<file path="config.mk">
export PLATFORM = sky130hd
export DESIGN_NAME = lrsc_monitor
export DESIGN_NICKNAME = d
export VERILOG_FILES = /design/src/rtl/lrsc_pkg.sv /design/src/rtl/lrsc_slot.sv /design/src/rtl/lrsc_resolve.sv /design/src/rtl/lrsc_monitor.sv
export SDC_FILE = /design/constraint.sdc
export NUM_CORES = 1
export LEC_CHECK = 0
export BUFFER_PORTS_ARGS = -buffer_cell sky130_fd_sc_hd__clkbuf_2
export CORE_MARGIN = 8
export CORE_UTILIZATION = 50
export CTS_CLUSTER_SIZE = 8
export DETAILED_ROUTE_END_ITERATION = 12
export PLACE_DENSITY = 0.72
export SLEW_MARGIN = 15
export SYNTH_ARGS = -nofsm -noshare
export SYNTH_HDL_FRONTEND = slang
export SYNTH_SLANG_ARGS = --single-unit
</file>
<file path="constraint.sdc">
create_clock -name clk -period 8.85 [get_ports clk]
set_input_delay 1.77 -clock clk [delete_from_list [all_inputs] [get_ports clk]]
set_output_delay 1.77 -clock clk [all_outputs]
set_load 0.005 [all_outputs]
</file>
<file path="src/rtl/lrsc_pkg.sv">
package lrsc_pkg;
  // Resolved outcome of one write, before the output register.
  typedef struct packed {
    logic we;        // memory may be updated
    logic sc_valid;  // a conditional store was resolved
    logic sc_ok;     // the conditional store passed
  } lrsc_outcome_t;
endpackage

</file>
<file path="src/rtl/lrsc_slot.sv">
// One reservation slot, owned by a single context.
module lrsc_slot #(
  parameter int TAG_W = 28
) (
  input  logic             clk,
  input  logic             rst_n,
  input  logic             wr_fire,
  input  logic [TAG_W-1:0] wr_tag,
  input  logic             clr,
  input  logic             set,
  input  logic [TAG_W-1:0] set_tag,
  output logic             valid,
  output logic [TAG_W-1:0] tag,
  output logic             match
);
  assign match = valid && (tag == wr_tag);

  // Invalidation (write hit or clear) first, new reservation last.
  always_ff @(posedge clk) begin
    if (!rst_n) begin
      valid <= 1'b0;
    end else if (set) begin
      valid <= 1'b1;
    end else if ((wr_fire && match) || clr) begin
      valid <= 1'b0;
    end
  end

  always_ff @(posedge clk) begin
    if (set) tag <= set_tag;
  end
endmodule

</file>
<file path="src/rtl/lrsc_resolve.sv">
// Decides the write outcome against the table as it stood before this edge.
module lrsc_resolve
  import lrsc_pkg::*;
#(
  parameter int NUM_CTX = 4,
  parameter int CTX_W   = 2
) (
  input  logic               wr_fire,
  input  logic               wr_cond,
  input  logic [CTX_W-1:0]   wr_ctx,
  input  logic [NUM_CTX-1:0] match_vec,
  output lrsc_outcome_t      outcome
);
  logic own_hit;

  always_comb begin
    own_hit = 1'b0;
    for (int i = 0; i < NUM_CTX; i++) begin
      if (wr_ctx == CTX_W'(i)) own_hit = match_vec[i];
    end
  end

  always_comb begin
    outcome.we       = wr_fire && (!wr_cond || own_hit);
    outcome.sc_valid = wr_fire && wr_cond;
    outcome.sc_ok    = wr_fire && wr_cond && own_hit;
  end
endmodule

</file>
<file path="src/rtl/lrsc_monitor.sv">
module lrsc_monitor
  import lrsc_pkg::*;
#(
  parameter int NUM_CTX = 4,
  parameter int ADDR_W  = 32,
  parameter int GRAN_LG = 4,
  localparam int CTX_W  = (NUM_CTX > 1) ? $clog2(NUM_CTX) : 1,
  localparam int TAG_W  = ADDR_W - GRAN_LG
) (
  input  logic              clk,
  input  logic              rst_n,
  input  logic              rd_valid,
  output logic              rd_ready,
  input  logic [CTX_W-1:0]  rd_ctx,
  input  logic [ADDR_W-1:0] rd_addr,
  input  logic              rd_locked,
  input  logic              wr_valid,
  output logic              wr_ready,
  input  logic [CTX_W-1:0]  wr_ctx,
  input  logic [ADDR_W-1:0] wr_addr,
  input  logic              wr_cond,
  input  logic              clr_valid,
  input  logic [CTX_W-1:0]  clr_ctx,
  output logic              mem_we,
  output logic              sc_valid,
  output logic              sc_result
);
  logic               ready_q;
  logic               rd_fire, wr_fire, lr_fire;
  logic [TAG_W-1:0]   rd_tag, wr_tag;
  logic [NUM_CTX-1:0] resv_valid;
  logic [NUM_CTX-1:0] match_vec;
  logic [NUM_CTX-1:0] set_vec;
  logic [NUM_CTX-1:0] clr_vec;
  lrsc_outcome_t      outcome;

  // Never back-pressures; only held off during reset.
  always_ff @(posedge clk) begin
    if (!rst_n) ready_q <= 1'b0;
    else        ready_q <= 1'b1;
  end
  assign rd_ready = ready_q;
  assign wr_ready = ready_q;

  assign rd_fire = rd_valid && ready_q;
  assign wr_fire = wr_valid && ready_q;
  assign lr_fire = rd_fire && rd_locked;

  // Granule masking: drop the low GRAN_LG bits.
  assign rd_tag = TAG_W'(rd_addr >> GRAN_LG);
  assign wr_tag = TAG_W'(wr_addr >> GRAN_LG);

  for (genvar g = 0; g < NUM_CTX; g++) begin : g_slot
    logic [TAG_W-1:0] slot_tag;
    assign set_vec[g] = lr_fire && (rd_ctx == CTX_W'(g));
    assign clr_vec[g] = clr_valid && (clr_ctx == CTX_W'(g));

    lrsc_slot #(.TAG_W(TAG_W)) u_slot (
      .clk     (clk),
      .rst_n   (rst_n),
      .wr_fire (wr_fire),
      .wr_tag  (wr_tag),
      .clr     (clr_vec[g]),
      .set     (set_vec[g]),
      .set_tag (rd_tag),
      .valid   (resv_valid[g]),
      .tag     (slot_tag),
      .match   (match_vec[g])
    );
  end

  lrsc_resolve #(.NUM_CTX(NUM_CTX), .CTX_W(CTX_W)) u_resolve (
    .wr_fire   (wr_fire),
    .wr_cond   (wr_cond),
    .wr_ctx    (wr_ctx),
    .match_vec (match_vec),
    .outcome   (outcome)
  );

  always_ff @(posedge clk) begin
    if (!rst_n) begin
      mem_we    <= 1'b0;
      sc_valid  <= 1'b0;
      sc_result <= 1'b0;
    end else begin
      mem_we    <= outcome.we;
      sc_valid  <= outcome.sc_valid;
      sc_result <= outcome.sc_ok;
    end
  end
endmodule

</file>
==> summary.txt <==
status: finished clean
Clock Tree Buf Depth: 2
Synth area leader: edfxtp_1
number of inserted diodes: 0
Synth Flop Type: edfxtp_1
fin area: 6090 um^2
GRT overflow: 0
1st-iter DRT viols: 176
register area share after synthesis: 70.4%
pwr dens: 215 nW/um^2
TritonCTS buffer count: 17
max-cap viol count: 0
sequential power share: 48.1%
fin crit share: 34.0%
Die W: 116 um
wire length on met2: 5.15 mm
R2R setup slack: 6.85 ns
placed instance area: 5560 um^2
Clock Tree Root: clkbuf_8
# clock sinks: 120
Total Routing Usage GR: 17.4%
ys async rst share: 0%
first-pass GRT wire length: 16.7 mm
Resize count post-CTS: 0
skew final: 0.00798 ns
DRC errors left: 0
fin crit period: 3.01 ns
Max VDD drop: 0.000134 V
synth top area cells: edfxtp_1 67%, xor2_1 10%, xnor2_1 9.1%
commonest non-fill, non-tap cell in the layout: edfxtp_1
fmax: 333 MHz
Met3 Routed Length: 951 um
ANT nets after route: 0
Final Max Tran Viols: 0
Post-Syn Area: 5000 um^2
CP Data Required Time: 9.28 ns
vias in the first global route: 3105
CP Launch Type: primary input
Comb power frac: 5.6%
Net Sw Power: 0.000283 W
Max-Slew Margin vs Limit: 67.7%
share of the synthesized area in the top cell type: 67.2%
Cells on Worst Hold Path: 3
Mapped Cells: 319
Yosys reg bits: 120
clk slew on worst S/H paths: 0.05 ns
Setup Fix Bufs, Post-CTS: 0
Final nets: 488
syn_nets: 396
Vias/cell: 5.26
Post-Layout Cell Count: 557
Clock Latency Late Sink: 0.51 ns
worst-margin pin slew: 0.480 ns
total number of vias: 2929
crit path DAT: 3.44 ns
routed len/inst: 19.6 um
M1 wire length: 4.71 mm
commonest non-fill, non-tap cells in the layout: 112 x edfxtp_1, 73 x clkbuf_2, 57 x xor2_1, 52 x xnor2_1
Final setup viols: 0
share of cells above drive strength 1: 25.9%
largest net degree at the start of global routing: 30
Avg Inst Size Synth: 15.7 um^2
switch share: 21.6%
crit end category: flip-flop
Ys Warns: 0
clock share of power: 46.3%
Placed Cells: 525
CTS H-Tree Depth: 4
CP Max Fanout: 4
Setup CP Type: in2reg
core area: 9730 um^2
routability congestion estimate: 0.807
Post-synth EDFFs: 112
post-DP HPWL: 7.80 mm
highest metal used: met4
Die Area: 13500 um^2
CTS tree: built
Fillers: 733
final wirelength: 10.9 mm
RSZ-0062 raised after global routing: false
drt first pass iters: 5
std cell rows: 36
Hold Crit Class: reg2reg
count of cell types in the netlist: 30
TNS Setup: 0 ns
IO buf count: 73
# IOs: 82
initial antenna violation count: 0
cell internal pwr: 0.00103 W
synth-to-layout area growth: 21.7%
P_leak: 2.13 nW
Starting Density: 51.4%
hold_buf cts: 0
Fin. Hold Viols: 0
chip height: 116 um
R2R depth: 6
-- metal layers --
| metal | GRT usage, % | vias up |
|---|---|---|
| met5 | 0 | - |
| met1 | 22.1 | 1396 |
| met3 | 5.21 | 15 |
| li1 | - | 1370 |
| met4 | 7.09 | 0 |
| met2 | 27.4 | 148 |
-- power by group through the flow --
| stage | clock network, W | logic, W | registers (W) |
|---|---|---|---|
| after CTS | 0.000615 | 0.0000743 | 0.000630 |
| after detailed placement | 0 | 0.0000734 | 0.000642 |
| final | 0.000607 | 0.0000734 | 0.000630 |
| after global placement | 0 | 0.0000716 | 0.000642 |
| after global routing | 0.000644 | 0.0000805 | 0.000631 |
| after floorplan | 0 | 0.0000310 | 0.000642 |
-- cell type report --
cell class / count / area [um^2] / share of cell area, %
well taps: 133 / 166 / 2.73
flip-flops and latches: 120 / 3520 / 57.9
clock buffers: 20 / 425 / 6.99
inverters: 5 / 18.8 / 0.308
repair buffers: 77 / 395 / 6.50
clock inverters: 12 / 105 / 1.73
multi-input cells: 190 / 1450 / 23.9
-- sequential cells by signal, indices dropped and copies added, names as in the netlist --
signal               count
g_slot.u_slot.tag      112
g_slot.u_slot.valid      4
mem_we                   1
rd_ready                 1
sc_result                1
sc_valid                 1
-- kinds of logic after synthesis --
family	share of synthesized area, %
buffers and inverters	0.750
DFF	70.4
and+or+nand+nor	7.30
AOI/OAI and AO/OA	2.45
xor gates and xnor gates	19.1
-- synthesized netlist by cell type, types with 3 or more instances --
| master | count |
|---|---|
| a21oi_1 | 4 |
| and4_1 | 3 |
| clkbuf_1 | 3 |
| dfxtp_1 | 8 |
| edfxtp_1 | 112 |
| inv_1 | 5 |
| nand2_1 | 9 |
| nand3_1 | 4 |
| nand4_1 | 14 |
| nor2_1 | 6 |
| nor4_1 | 16 |
| o21a_1 | 4 |
| o21ai_0 | 5 |
| xnor2_1 | 52 |
| xor2_1 | 57 |
-- path summary, 6_finish.rpt --
check / startpoint / endpoint
max: wr_addr[21] / sc_result
min: g_slot[2].u_slot.valid / g_slot[2].u_slot.valid
max reg2reg: g_slot[3].u_slot.tag[15] / sc_result
min reg2reg: g_slot[2].u_slot.valid / g_slot[2].u_slot.valid
-- worst max-delay path, cell delays in order --
cell	delay (ns)
clkbuf_2	0.13
xor2_1	0.20
nor4_1	0.41
nand4_1	0.19
nor3_1	0.37
nand3_1	0.18
a31oi_1	0.19
-- metrics by stage --
| step | setup slack (ns) | utilization, % | hold slack [ns] | total power [W] |
|---|---|---|---|---|
| detailed placement | 5.33 | 57.1 | 0.611 | 0.000715 |
| global route | 5.72 | 62.6 | 0.651 | 0.00135 |
| CTS | 5.86 | 62.6 | 0.624 | 0.00132 |
| finish | 5.84 | 62.6 | 0.616 | 0.00131 |
| global placement | 5.29 | 57.1 | 0.593 | 0.000713 |
| floorplan | 4.26 | - | 0.578 | 0.000673 |
Power figures use the tool's default switching activity.
